<file path="config.mk">
export PLATFORM = sky130hd
export DESIGN_NAME = wake_latch_ctrl
export DESIGN_NICKNAME = d
export VERILOG_FILES = /design/src/rtl/wake_pkg.sv /design/src/rtl/wake_sync.sv /design/src/rtl/wake_detect.sv /design/src/rtl/wake_latch_ctrl.sv
export SDC_FILE = /design/constraint.sdc
export NUM_CORES = 1
export LEC_CHECK = 0
export ABC_AREA = 1
export BUFFER_PORTS_ARGS = -buffer_cell sky130_fd_sc_hd__buf_2
export CAP_MARGIN = 20
export CORE_MARGIN = 2
export CORE_UTILIZATION = 50
export DETAILED_ROUTE_END_ITERATION = 8
export PLACE_DENSITY = 0.71
export SYNTH_ARGS = -nofsm -noshare
export SYNTH_HDL_FRONTEND = slang
export SYNTH_HIERARCHICAL = 1
export SYNTH_SLANG_ARGS = --single-unit
</file>
<file path="constraint.sdc">
create_clock -name clk -period 1.8 [get_ports clk]
set_clock_uncertainty 0.2 [all_clocks]
set_input_delay 0.27 -clock clk [delete_from_list [all_inputs] [get_ports clk]]
set_output_delay 0.27 -clock clk [all_outputs]
set_load 0.1 [all_outputs]
</file>
<file path="src/rtl/wake_pkg.sv">
package wake_pkg;
    localparam int NUM_BANKS = 2;
    localparam int LATCH_BIT = 5;
    localparam int OFS_CTRL = 'h000;
    localparam int OFS_MASK [NUM_BANKS] = '{'h00C, 'h160};
    localparam int OFS_LVL  [NUM_BANKS] = '{'h010, 'h164};
    localparam int OFS_STAT [NUM_BANKS] = '{'h014, 'h168};
    localparam int OFS_SWST [NUM_BANKS] = '{'h018, 'h16C};
endpackage

</file>
<file path="src/rtl/wake_sync.sv">
module wake_sync #(
    parameter int W = 64
) (
    input  logic         clk,
    input  logic         rst_n,
    input  logic [W-1:0] din,
    output logic [W-1:0] dout
);
    typedef struct packed {
        logic [W-1:0] s1;
        logic [W-1:0] s2;
    } sync_t;

    sync_t r_d, r_q;

    always_comb begin
        r_d    = r_q;
        r_d.s1 = din;
        r_d.s2 = r_q.s1;
    end

    always_ff @(posedge clk or negedge rst_n) begin
        if (!rst_n) r_q <= '0;
        else        r_q <= r_d;
    end

    assign dout = r_q.s2;
endmodule

</file>
<file path="src/rtl/wake_detect.sv">
module wake_detect #(
    parameter int W           = 64,
    parameter bit DETECT_EDGE = 1'b1
) (
    input  logic         clk,
    input  logic         rst_n,
    input  logic [W-1:0] din,
    input  logic [W-1:0] mask,
    input  logic [W-1:0] lvl,
    output logic [W-1:0] hit
);
    logic [W-1:0] cur;
    logic [W-1:0] qual;

    wake_sync #(.W(W)) u_sync (
        .clk  (clk),
        .rst_n(rst_n),
        .din  (din),
        .dout (cur)
    );

    if (DETECT_EDGE) begin : g_edge
        logic [W-1:0] prev_d, prev_q;
        always_comb prev_d = cur;
        always_ff @(posedge clk or negedge rst_n) begin
            if (!rst_n) prev_q <= '0;
            else        prev_q <= prev_d;
        end
        // rising when polarity is 1, falling when polarity is 0
        assign qual = (cur & ~prev_q & lvl) | (~cur & prev_q & ~lvl);
    end else begin : g_level
        assign qual = ~(cur ^ lvl);
    end

    assign hit = qual & mask;
endmodule

</file>
<file path="src/rtl/wake_latch_ctrl.sv">
module wake_latch_ctrl
    import wake_pkg::*;
#(
    parameter int DATA_W      = 32,
    parameter int ADDR_W      = 9,
    parameter bit DETECT_EDGE = 1'b1
) (
    input  logic                clk,
    input  logic                rst_n,
    input  logic [2*DATA_W-1:0] wake_in,
    input  logic                bus_wr,
    input  logic                bus_rd,
    input  logic [ADDR_W-1:0]   bus_addr,
    input  logic [DATA_W-1:0]   bus_wdata,
    output logic [DATA_W-1:0]   bus_rdata,
    output logic                wake_req
);
    localparam int NSRC = NUM_BANKS * DATA_W;
    localparam logic [ADDR_W-1:0] A_CTRL = ADDR_W'(OFS_CTRL);

    typedef struct packed {
        logic              latch;
        logic [NSRC-1:0]   mask;
        logic [NSRC-1:0]   lvl;
        logic [NSRC-1:0]   stat;
        logic [NSRC-1:0]   swst;
        logic [DATA_W-1:0] rdata;
        logic              req;
    } state_t;

    state_t            r_d, r_q;
    logic [NSRC-1:0]   hit;
    logic [NSRC-1:0]   stat_keep;
    logic [NSRC-1:0]   sw_keep;
    logic [DATA_W-1:0] rd_val;

    // checker taps
    logic [NSRC-1:0] mask_w, stat_w, swst_w;
    logic            latch_w;

    wake_detect #(.W(NSRC), .DETECT_EDGE(DETECT_EDGE)) u_det (
        .clk  (clk),
        .rst_n(rst_n),
        .din  (wake_in),
        .mask (r_q.mask),
        .lvl  (r_q.lvl),
        .hit  (hit)
    );

    always_comb begin
        r_d       = r_q;
        stat_keep = '1;
        sw_keep   = '1;
        rd_val    = '0;

        if (bus_addr == A_CTRL) begin
            if (bus_wr) r_d.latch = bus_wdata[LATCH_BIT];
            rd_val[LATCH_BIT] = r_q.latch;
        end

        for (int b = 0; b < NUM_BANKS; b++) begin
            if (bus_addr == ADDR_W'(OFS_MASK[b])) begin
                if (bus_wr) r_d.mask[b*DATA_W +: DATA_W] = bus_wdata;
                rd_val = r_q.mask[b*DATA_W +: DATA_W];
            end
            if (bus_addr == ADDR_W'(OFS_LVL[b])) begin
                if (bus_wr) r_d.lvl[b*DATA_W +: DATA_W] = bus_wdata;
                rd_val = r_q.lvl[b*DATA_W +: DATA_W];
            end
            if (bus_addr == ADDR_W'(OFS_STAT[b])) begin
                if (bus_wr) stat_keep[b*DATA_W +: DATA_W] = bus_wdata;
                rd_val = r_q.stat[b*DATA_W +: DATA_W];
            end
            if (bus_addr == ADDR_W'(OFS_SWST[b])) begin
                if (bus_wr) sw_keep[b*DATA_W +: DATA_W] = bus_wdata;
                rd_val = r_q.swst[b*DATA_W +: DATA_W];
            end
        end

        // a firing source overrides a clear in the same cycle
        r_d.stat = (r_q.stat & stat_keep) | hit;
        r_d.swst = (r_q.swst & sw_keep) | (r_q.latch ? hit : '0);
        r_d.req  = |hit;
        if (bus_rd) r_d.rdata = rd_val;
    end

    always_ff @(posedge clk or negedge rst_n) begin
        if (!rst_n) r_q <= '0;
        else        r_q <= r_d;
    end

    assign bus_rdata = r_q.rdata;
    assign wake_req  = r_q.req;
    assign mask_w    = r_q.mask;
    assign stat_w    = r_q.stat;
    assign swst_w    = r_q.swst;
    assign latch_w   = r_q.latch;
endmodule

</file>
After elaboration in Yosys (flattened, before gate mapping)

Index checks and enable logic that the tools add are counted.

Input bits: 109
Output and inout port bits: 33
Register bits after elaboration: 482

Reduce and logical (&&, ||, !) cells: 7
Equality and inequality tests: 8
Bitwise gates (word level): 13
Mux-type cells: 15

Operators by type and width:

| operator             | number |
|---|---|
| $and A64 B64 Y64     | 7 |
| $mux W32             | 13 |
| $not A64 Y64         | 3 |
| $or A64 B64 Y64      | 3 |
| $mux W64             | 1 |
| $reduce_or A64 Y1    | 1 |
| $eq A9 B9 Y1 const B | 4 |
| $eq A9 B5 Y1 const B | 3 |
| $reduce_and A2 Y1    | 5 |
| $eq A9 B4 Y1 const B | 1 |
| $logic_not A9 Y1     | 1 |
| $mux W1              | 1 |

Longest topological paths before layout

Word-level depth: 10
Mapped depth: 13

By module

Netlist, hierarchy kept.

Modules (own cells, without submodules):

| module          | instances | area an instance (um^2) | cells an instance | sequential area each (um^2) |
|---|---|---|---|---|
| wake_latch_ctrl | 1         | 14,010.9                | 1,710             | 7,257.0 |
| wake_detect     | 1         | 3,523.4                 | 576               | 1,601.5 |
| wake_sync       | 1         | 3,203.1                 | 128               | 3,203.1 |

Worst setup path before layout

No wires, ideal clock.

Path kind: input -> register
Start point: input port bus_addr[7]
End point: register r_q (netlist bit swst_w[53])
Arrival time: 1.304 ns
Data required time: 1.466 ns
Library setup time: 0.134 ns
Setup slack: 0.162 ns
Cell stages on the path: 8
Path buffers: 2
Path through: inv_1 > nand2_1 > nor2_4 > nand2_2 > buf_2 > clkbuf_1 > o21ai_0 > o21ai_0

RTL lines:

| element              | line                  | text |
|---|---|---|
| start, declared      | wake_latch_ctrl.sv:13 | `input logic [ADDR_W-1:0] bus_addr,` |
| end signal, assigned | wake_latch_ctrl.sv:89 | `else r_q <= r_d;` |
| end, declared        | wake_latch_ctrl.sv:31 | `state_t r_d, r_q;` |

==> out/metrics.csv <==
stage;metric;value;unit
run_status;run_status;finished with violations;
run_status;violations;setup timing;
worst_setup_path;crit_chain;inv_1 > nor2_1 > nor2_1 > nor2_1 > inv_2 > nand4_1 > nor4_2 > buf_4 > nand4_1;
synth;synth_area;20700;um^2
global_route;grt.total_usage;0.275;
die;rows;74;
routing;drt_iter0_drc;1743;
sta;fin_ws;-0.0704;ns
worst_setup_path;r2r_end;wake_req;
synth;yosysMostFrequentCell;nand2_1;
cts;cts_num_sinks;482;
global_route;antenna_found_initial;0;
worst_hold_path;worstHoldStart;wake_in[39];
die;fp.coreArea;40900;um^2
sta;fin_crit_sh;1.04;
synth;syn_nets;2523;
synth;synth_area_per_cell;8.59;um^2
power_and_ir_drop;powerDensity;893;nW/um^2
global_route;use_met3;0.0495;
cts;cts_made_buffers;51;
worst_hold_path;min_path_type;input port to flip-flop;
power_and_ir_drop;power.internal;18.0;mW
synth;yosys.area_share.adder;0;
global_route;busiest_layer;met2;
sta;fin_setup_tns;-0.0704;ns
synth;ys_seq_area_frac;0.582;
worst_setup_path;cp_slowest_cell;dfrtp_1;
power_and_ir_drop;power_frac_clock;0.443;
synth;synthSimpleGateAreaFrac;0.219;
synth;synth_commonest_cells;nand2_1, dfrtp_1, inv_1, nor2_1, o21ai_0;
worst_hold_path;min_path_cells;2;
power_and_ir_drop;p_leak;13.8;nW
synth;synth_ff_type;dfrtp_1;
die;start_util;0.507;
worst_setup_path;worstSetupEndpointType;flip-flop;
worst_setup_path;cp-start-kind;flip-flop;
cts;htreeDepth;2;
synth;synth_compound_area_frac;0.0702;
power_and_ir_drop;p_comb_frac;0.071;
worst_setup_path;critPathKind;flip-flop to flip-flop;
die;ioPinCount;142;
cts;clockBufferDepth;3;
synth;synth_edf_count;0;
synth;synthMuxAreaShare;0.0265;
power_and_ir_drop;p_sw_frac;0.236;
place;hpwl;38600;um
run;max_cap_viol_count;0;
global_route;grt_pass1_wl;93600;um
layout;nets;2933;
global_route;grt_use_met1;0.371;
cts;cts-root-buf;clkbuf_16;
power_and_ir_drop;ir_worst_vdd;0.636;mV
global_route;grt.overflow.total;0;
worst_setup_path;critPathRequiredTime;2.07;ns
layout;instances_no_fill;3394;
sta;fmax;535;MHz
place;gp_routability_congestion;0.880;
worst_setup_path;cpMostUsedCell;nor2_1;
synth;synth_xor_area_frac;0;
layout;drive_gt1_frac;0.176;
die;dieHeight;208;um
synth;synth_warnings;6;
power_and_ir_drop;switchingPower;5.56;mW
place;dp_cells;3200;
sta;final_hold_viol_count;0;
worst_setup_path;path_delay_family;simple AND/OR/NAND/NOR gates;
synth;yosys_register_bits;482;
synth;synth_top_cell_by_area;dfrtp_1;
routing;routed_via_density;5.19;
routing;vias;17600;
layout;diodes;0;
synth;synth_top_family_by_area;simple AND/OR/NAND/NOR gates;
worst_setup_path;reg2reg_depth;9;
layout;multi_input_area;6580;um^2
synth;synthArstFlopShare;1.00;
worst_setup_path;cp_num_buf_inv;3;
sta;finalMaxSlewViolations;0;
worst_setup_path;crit_fanout;3;
synth;synth.area.top_cells;dfrtp_1, nand2_1, inv_1;
layout;fillers;3302;
sta;grt_setup_unrepaired;true;
global_route;grt_max_degree;85;
routing;drt_wl_total;58800;um
worst_setup_path;rrSetupSlack;-0.07;ns
routing;ant_nets;0;
routing;remaining_drc_errors;0;
global_route;grt_pass1_vias;17800;
place;portBuffers;141;
sta;slew_headroom;0.617;
cts;cts_tree;yes;
cts;insertion_delay;0.61;ns
synth;yosys.area.top_type_share;0.582;
global_route;grt_util_met2;0.442;
layout;area_delta_synth_final;27.3;%
die;die_area;43100;um^2
sta;period_needed;1.87;ns
routing;avgRoutedWirePerCell;17.3;um
worst_setup_path;cp.arrival;2.14;ns
worst_setup_path;rr_startpoint;r_q[202];
synth;synth_cells;2414;
sta;setup_viol;1;
die;chipWidth;208;um
worst_setup_path;crit_path_max_incr_delay;0.38;ns
cts;clk_pin_slew_worst_paths;0.06;ns
layout;seqCellArea;12100;um^2
synth;ys_types;26;
worst_hold_path;min_to;u_det/u_sync/r_d[39];
power_and_ir_drop;seq_power_share;0.485;
routing;drt_first_pass_iters;6;
sta;tightest_slew;0.573;ns
## per-stage QoR
step                hold slack (ns)  cell area [um^2]  utilization  setup WS [ns]  total power, mW
finish                       0.0913             26400        0.645        -0.0704             23.6
CTS                          0.0800             26400        0.644        -0.0605             23.7
global route                 0.0919             26400        0.645         -0.181             24.4
global placement            -0.0326             23600        0.576         -0.197             13.1
floorplan                    -0.226             20700            -          0.162             12.2
detailed placement          -0.0340             23600        0.576         -0.210             13.1
## cell usage in the layout (no fill, tap or decap), types with 4 or more instances in the layout
master / n
clkbuf_16: 52
dlygate4sd3_1: 100
buf_12: 28
clkbuf_8: 10
nand3_1: 67
buf_6: 12
nor2_4: 6
buf_2: 107
nand4_1: 95
clkbuf_1: 14
inv_1: 380
nor2_1: 273
o21ai_0: 225
inv_2: 7
buf_4: 226
nand3_2: 4
o21ai_1: 66
dfrtp_1: 481
mux2i_1: 55
nand2_1: 597
clkinv_2: 8
nand2_2: 25
## state kept, by name (all words and copies together), names as in the netlist
register             flops
latch_w                  1
swst_w                  64
wake_req                 1
u_det/u_sync/r_d        64
u_det/g_edge.prev_q     64
stat_w                  64
r_q                     64
mask_w                  64
bus_rdata               32
u_det/u_sync/dout       64
## power by group through the flow
stage          registers, mW  logic, mW  clock network (mW)
2_1_floorplan           11.6      0.605                   0
3_3_place_gp            11.6       1.44                   0
3_5_place_dp            11.6       1.47                   0
4_1_cts                 11.4       1.68                10.6
5_1_grt                 11.5       1.86                11.1
6_report                11.4       1.68                10.5
## repair_timing
action | CTS | global route
resized for setup | 43 | 13
hold buffers | 100 | 0
setup endpoints to repair | 34 | 6
buffers inserted | 1 | 2
pin swaps | 1 | 12
hold endpoints to repair | 804 | 0
## layer usage
layer,up-vias,share of wire
met3,163,0.078
met2,752,0.46
met5,-,0
li1,8282,-
met1,8423,0.42
met4,0,0.037
## worst register-to-register path: cells and delay by family (launching register included)
family                 cells  cell delay [ns]
and+or+nand+nor            6             0.83
DFF                        1             0.38
buffers and inverters      3             0.32
## logic make-up after synthesis
| family | Yosys count |
|---|---|
| DFF | 482 |
| AOI/OAI and AO/OA | 291 |
| muxes | 55 |
| buffers and inverters | 507 |
| and+or+nand+nor | 1079 |
## worst max-delay path by stage
| stage | startpoint | endpoint | slack, ns | depth (start not counted) |
|---|---|---|---|---|
| floorplan | bus_addr[7] | swst_w[53] | 0.16 | 8 |
| finish | r_q[202] | wake_req | -0.07 | 9 |
| global route | r_q[202] | wake_req | -0.18 | 9 |
| global placement | bus_addr[0] | bus_rdata[5] | -0.20 | 12 |
| CTS | r_q[219] | wake_req | -0.06 | 9 |
| detailed placement | bus_addr[0] | bus_rdata[5] | -0.21 | 12 |
## layout make-up
| type | count | share of cell area |
|---|---|---|
| flip-flops and latches | 482 | 0.457 |
| multi-input cells | 1425 | 0.249 |
| repair buffers | 475 | 0.150 |
| clock buffers | 76 | 0.0565 |
| inverters | 389 | 0.0553 |
| well taps | 532 | 0.0252 |
| clock inverters | 15 | 0.00654 |
No activity file was read; power rests on OpenSTA's default activity.
